==> src/rtl/simd_csr_pkg.sv <==
package simd_csr_pkg;
  localparam int unsigned CSR_W      = 32;
  localparam int unsigned NUM_EXC    = 6;
  localparam int unsigned FLAG_LSB   = 0;
  localparam int unsigned MASK_LSB   = 7;
  localparam int unsigned RSV_HI_LSB = 16;
  localparam int unsigned RSV_BIT    = 6;

  typedef logic [CSR_W-1:0]   csr_t;
  typedef logic [NUM_EXC-1:0] exc_vec_t;

  function automatic csr_t calc_rsv_mask();
    csr_t m = '0;
    for (int i = 0; i < CSR_W; i++)
      m[i] = (i >= RSV_HI_LSB) || (i == RSV_BIT);
    return m;
  endfunction

  function automatic csr_t calc_reset_val();
    csr_t v = '0;
    for (int i = 0; i < NUM_EXC; i++) v[MASK_LSB+i] = 1'b1;
    return v;
  endfunction

  localparam csr_t RSV_MASK  = calc_rsv_mask();
  localparam csr_t CSR_RESET = calc_reset_val();
endpackage

==> src/rtl/csr_load_gate.sv <==
module csr_load_gate
  import simd_csr_pkg::*;
(
  input  logic restore_i,
  input  logic os_en_i,
  input  csr_t data_i,
  output logic accept_o,
  output logic fault_o
);
  logic rsv_hit;

  assign rsv_hit  = |(data_i & RSV_MASK);
  assign accept_o = restore_i && os_en_i && !rsv_hit;
  assign fault_o  = restore_i && os_en_i && rsv_hit;
endmodule

==> src/rtl/csr_exc_unit.sv <==
module csr_exc_unit
  import simd_csr_pkg::*;
(
  input  exc_vec_t exc_i,
  input  exc_vec_t mask_i,
  output exc_vec_t set_o,
  output logic     err_o
);
  exc_vec_t unmasked;

  for (genvar k = 0; k < NUM_EXC; k++) begin : g_exc
    assign set_o[k]    = exc_i[k];
    // error only on a fresh occurrence, never on a sticky flag
    assign unmasked[k] = exc_i[k] & ~mask_i[k];
  end

  assign err_o = |unmasked;
endmodule

==> src/rtl/simd_csr_restore.sv <==
module simd_csr_restore
  import simd_csr_pkg::*;
(
  input  logic              clk_i,
  input  logic              rst_ni,
  input  logic              restore_i,
  input  logic [CSR_W-1:0]  restore_data_i,
  input  logic              os_en_i,
  input  logic [NUM_EXC-1:0] exc_i,
  output logic [CSR_W-1:0]  csr_o,
  output logic              gp_fault_o,
  output logic              num_err_o
);
  csr_t     csr_q, csr_d, base;
  logic     accept, fault, err;
  exc_vec_t flag_set;

  csr_load_gate u_gate (
    .restore_i (restore_i),
    .os_en_i   (os_en_i),
    .data_i    (restore_data_i),
    .accept_o  (accept),
    .fault_o   (fault)
  );

  csr_exc_unit u_exc (
    .exc_i  (exc_i),
    .mask_i (csr_q[MASK_LSB +: NUM_EXC]),
    .set_o  (flag_set),
    .err_o  (err)
  );

  always_comb begin
    base  = accept ? (restore_data_i & ~RSV_MASK) : csr_q;
    csr_d = base;
    csr_d[FLAG_LSB +: NUM_EXC] = base[FLAG_LSB +: NUM_EXC] | flag_set;
  end

  always_ff @(posedge clk_i or negedge rst_ni) begin
    if (!rst_ni) begin
      csr_q      <= CSR_RESET;
      gp_fault_o <= 1'b0;
      num_err_o  <= 1'b0;
    end else begin
      csr_q      <= csr_d;
      gp_fault_o <= fault;
      num_err_o  <= err;
    end
  end

  assign csr_o = csr_q;
endmodule

==> config.mk <==
export PLATFORM = sky130hd
export DESIGN_NAME = simd_csr_restore
export DESIGN_NICKNAME = d
export VERILOG_FILES = /design/src/rtl/simd_csr_pkg.sv /design/src/rtl/csr_load_gate.sv /design/src/rtl/csr_exc_unit.sv /design/src/rtl/simd_csr_restore.sv
export SDC_FILE = /design/constraint.sdc
export NUM_CORES = 1
export LEC_CHECK = 0
export BUFFER_PORTS_ARGS = -buffer_cell sky130_fd_sc_hd__buf_2
export CORE_MARGIN = 2
export CORE_UTILIZATION = 38
export CTS_CLUSTER_DIAMETER = 50
export DETAILED_ROUTE_END_ITERATION = 10
export PLACE_DENSITY_LB_ADDON = 0.12
export SYNTH_ARGS = -nofsm -noshare
export SYNTH_HDL_FRONTEND = slang
export SYNTH_SLANG_ARGS = --single-unit
==> constraint.sdc <==
create_clock -name clk_i -period 1.67 [get_ports clk_i]
set_clock_uncertainty 0.2 [all_clocks]
set_input_delay 0.334 -clock clk_i [delete_from_list [all_inputs] [get_ports clk_i]]
set_output_delay 0.334 -clock clk_i [all_outputs]
set_load 0.1 [all_outputs]
After elaboration in Yosys (flattened, before gate mapping)
Cells that the tools add are included.
- output and inout port bits: 34
- register bits: 17
- bitwise gates (word level): 13
- multiplexer cells: 1
- reduce and logical (&&, ||, !) cells: 6
- operator list (operator ; number):
    $reduce_or 17->1 ; 1
    $and 1x1->1 ; 6
    $mux 6 ; 1
    $not 1->1 ; 6
    $or 6x6->6 ; 1
    $reduce_or 6->1 ; 1
    $logic_and 1x1->1 ; 3
    $logic_not 1->1 ; 1

Depth between registers and ports, before layout
- word-level depth: 5
- mapped depth: 6
- depth with buffers taken out: 4

By module
Synthesis repeated with hierarchy kept, for this count alone.
- cells, all modules: 84
- area, all modules: 945.9 µm²
- by module, submodules not included (module ; area an instance (µm²) ; times used ; cells an instance ; sequential area each (µm²)):
    simd_csr_restore ; 798.3 ; 1 ; 58 ; 432.9
    csr_exc_unit ; 92.6 ; 1 ; 16 ; 0.0
    csr_load_gate ; 55.1 ; 1 ; 10 ; 0.0

Least setup slack after synthesis
Ideal clock, no wire load.
- kind: input-to-reg
- from: in restore_data_i[26]
- to: reg csr_q[13], in the netlist csr_o[13]
- data required time: 1.344 ns
- arrival: 1.945 ns
- stages: 6
- path slack: -0.601 ns
- cells stage by stage: or4_4 nor4_4 and3_1 buf_6 buf_12 mux2_4
- cells in the longest elaborated chain, start to end: 3
- ends and longest elaborated chain (item ; line ; source):
    start: declaration ; simd_csr_restore.sv:7 ; input logic [CSR_W-1:0] restore_data_i,
    $reduce_or 17->1 ; csr_load_gate.sv:12 ; assign rsv_hit = |(data_i & RSV_MASK);
    $logic_not 1->1 ; csr_load_gate.sv:13 ; assign accept_o = restore_i && os_en_i && !rsv_hit;
    $logic_and 1x1->1 ; csr_load_gate.sv:13 ;
    end signal: assignment ; simd_csr_restore.sv:45 ; csr_q <= csr_d;
    end: declaration ; simd_csr_restore.sv:14 ; csr_t csr_q, csr_d, base;
No other way between the ends.
A chain may end at the register's enable or synchronous reset.

Final worst setup path
- from: in restore_data_i[22]
- to: reg csr_q[15], in the netlist csr_o[15]
The elaborated chain is that of the path after synthesis.

==> results.yml <==
status:
  status: "complete, but fails checks"
  failed_checks: "negative setup slack"
critical_path:
  cp_max_fo: 5
  critPathArrivalTime_ns: 1.88
  worstSetupEndpointType: "flip-flop"
  path_cells: "buf_6 -> or4_4 -> nor4_4 -> and3_4 -> buf_6 -> mux2_4"
  cpMostUsedCell: "buf_6"
  slowest_delay_ns: 0.53
  crit_slowest_cell: "or4_4"
  critPathKind: "in -> reg"
  path_delay_family: "simple AND/OR/NAND/NOR gates"
  cp_data_required_time_ns: 1.65
  crit_buf_inv: 2
  cp-start-kind: "primary input"
clock_network:
  cts_num_sinks: 17
  cts_buffer_depth: 2
  root_buffer: "clkbuf_4"
  cts_made_buffers: 3
  cts_max_level: 1
  clk_pin_slew_worst_paths_ns: 0.10
  clock_latency_ns: 0.28
  cts_tree: "done"
finish:
  final_common_cell: "buf_2"
  finish.utilization_pct: 58.8
  drive_above_1_share_pct: 62.8
  final_cell_count_no_fill: 178
  nNetsFinal: 191
  stdcell_area_um2: 1430
  syn_to_final_growth_pct: 49.7
  most-common-layout-cells: "buf_2 (50), conb_1 (17), inv_1 (12)"
  antenna_cells: 0
die:
  die_area_um2: 2930
  rows: 18
  io_pins: 76
  start_util_pct: 39.3
  die_h_um: 54.2
  core_area_um2: 2430
  die_w_um: 54.2
sta:
  finalHoldViolations: 0
  whs_ns: 0.0675
  clock.fmax_ghz: 0.526
  setup_slack_ns: -0.232
  period_minus_slack_ns: 1.90
  fin_crit_sh_pct: 114
  rsz0062_at_grt: "true"
  slew_viol_final: 0
  setup_viol: 15
logic_synthesis:
  synth_seq_cells: 17
  synth_area_leaders: "dfrtp_1 (29%), dfstp_2 (16%), buf_4 (13%)"
  synth_cell_types: 21
  synth_top_area_share_pct: 28.8
  postSynthAreaPerCell_um2: 11.7
  ys_warn_count: 0
  syn_area_um2: 956
  netlist_instances: 82
  yosysTopAreaCell: "dfrtp_1"
  seq_area_frac_synth_pct: 45.3
placed_design:
  dpl-instance-area_um2: 1320
  place_congestion: 0.768
  io_buffers: 58
  dp_cells: 171
routing:
  drc_errors: 0
  vias_per_cell: 4.55
  first_pass_iters: 5
  wl_per_cell_um: 11.7
  drt_iter0_markers: 2
  routed_wl_um: 2080
  drtAntennaViolNets: 0
  num_vias: 810
pwr:
  p_total_w: 0.000891
  leakagePower_nw: 0.724
  p_per_area_nw_per_um2: 622
  ir_worst_vdd_v: 0.000384
global_route:
  grt_first_pass_wirelength_um: 3110
  track_usage_pct: 14.8
  grt-ovfl-total: 0
  grt_max_degree: 18
  antenna_found_initial: 0
  grt_pass1_vias: 758
run:
  drv_cap: 0
min_path:
  hp-class: "in -> reg"
[cell usage after synthesis (all sizes together)]
cell type,n
nor4,2
a221oi,1
and3,1
mux2,9
and2,1
o21ai,6
buf,19
a41oi,6
clkbuf,1
o221ai,1
or4,3
a21boi,1
o22ai,1
inv,12
dfstp,6
conb,1
dfrtp,11
[area by class of cell]
class                   count  area (um^2)
clock inverters             1         5.00
fillers                   231         1000
repair buffers             66          470
clock buffers               3         22.5
inverters                  12         45.0
flip-flops and latches     17          440
well taps                  30         37.5
multi-input cells          49          410
[cells by family (layout without fill, tap and decap cells)]
kind of cell	after synthesis	in the layout	share of synthesized area, %
AOI/OAI and AO/OA	16	16	11.9
other	1	17	0.392
DFF	17	17	45.3
muxes	9	9	12.2
and+or+nand+nor	7	7	8.51
buffers and inverters	32	82	21.7
[path summary, 6_finish.rpt]
kind / startpoint / end / slack [ns] / cells past startpoint
setup / recovery: restore_data_i[22] / csr_o[15]$_DFFE_PN0N_ / -0.23 / 6
hold / removal: exc_i[4] / csr_o[4]$_DFF_PN0_ / 0.07 / 3
setup reg to reg: csr_o[7]$_DFFE_PN1N_ / num_err_o$_DFF_PN0_ / 0.20 / 3
hold reg to reg: csr_o[15]$_DFFE_PN0N_ / csr_o[15]$_DFFE_PN0N_ / 0.32 / 1
max in group asynchronous: rst_ni / csr_o[11]$_DFFE_PN1N_ / 0.67 / 2
min in group asynchronous: rst_ni / num_err_o$_DFF_PN0_ / 0.29 / 2
[worst register-to-register path: cells and delay by family (launching register included)]
family                 cells  cell delay (ns)
AOI/OAI and AO/OA          2             0.45
DFF                        1             0.65
buffers and inverters      1             0.05
[sequential cells by signal (all words and copies together), names as in the netlist]
name / cells
gp_fault_o: 1
num_err_o: 1
csr_o: 15
[routing by layer]
| layer | part of all wire, % | track usage [%] | vias up | wire (um) |
|---|---|---|---|---|
| met5 | 0 | 0 | - | 0 |
| met4 | 0.91 | 7.08 | 0 | 19 |
| met3 | 10 | 3.61 | 2 | 217 |
| met2 | 51 | 24.1 | 41 | 1060 |
| met1 | 38 | 18.1 | 381 | 785 |
| li1 | - | - | 386 | - |
[repair_timing]
action | in CTS | in global routing
setup buffers | 1 | 1
hold buffers | 1 | 0
gates resized for setup | 13 | 7
pin swaps | 3 | 1
hold endpoints to repair | 11 | 0
endpoints found under the setup margin | 15 | 16
[power by group]
| part | switching (W) | internal (W) | leakage (nW) |
|---|---|---|---|
| clock network | 0.000124 | 0.0000888 | 0.0177 |
| logic | 0.000214 | 0.0000505 | 0.526 |
| registers | 0.000000282 | 0.000413 | 0.180 |
[metrics by stage]
step	setup TNS (ns)	setup WS (ns)
2_1_floorplan	-7.05	-0.601
3_3_place_gp	-6.90	-0.565
3_5_place_dp	-6.84	-0.568
4_1_cts	-2.07	-0.219
5_1_grt	-2.94	-0.269
6_report	-2.35	-0.232
No activity file was read; power rests on OpenSTA's default activity.
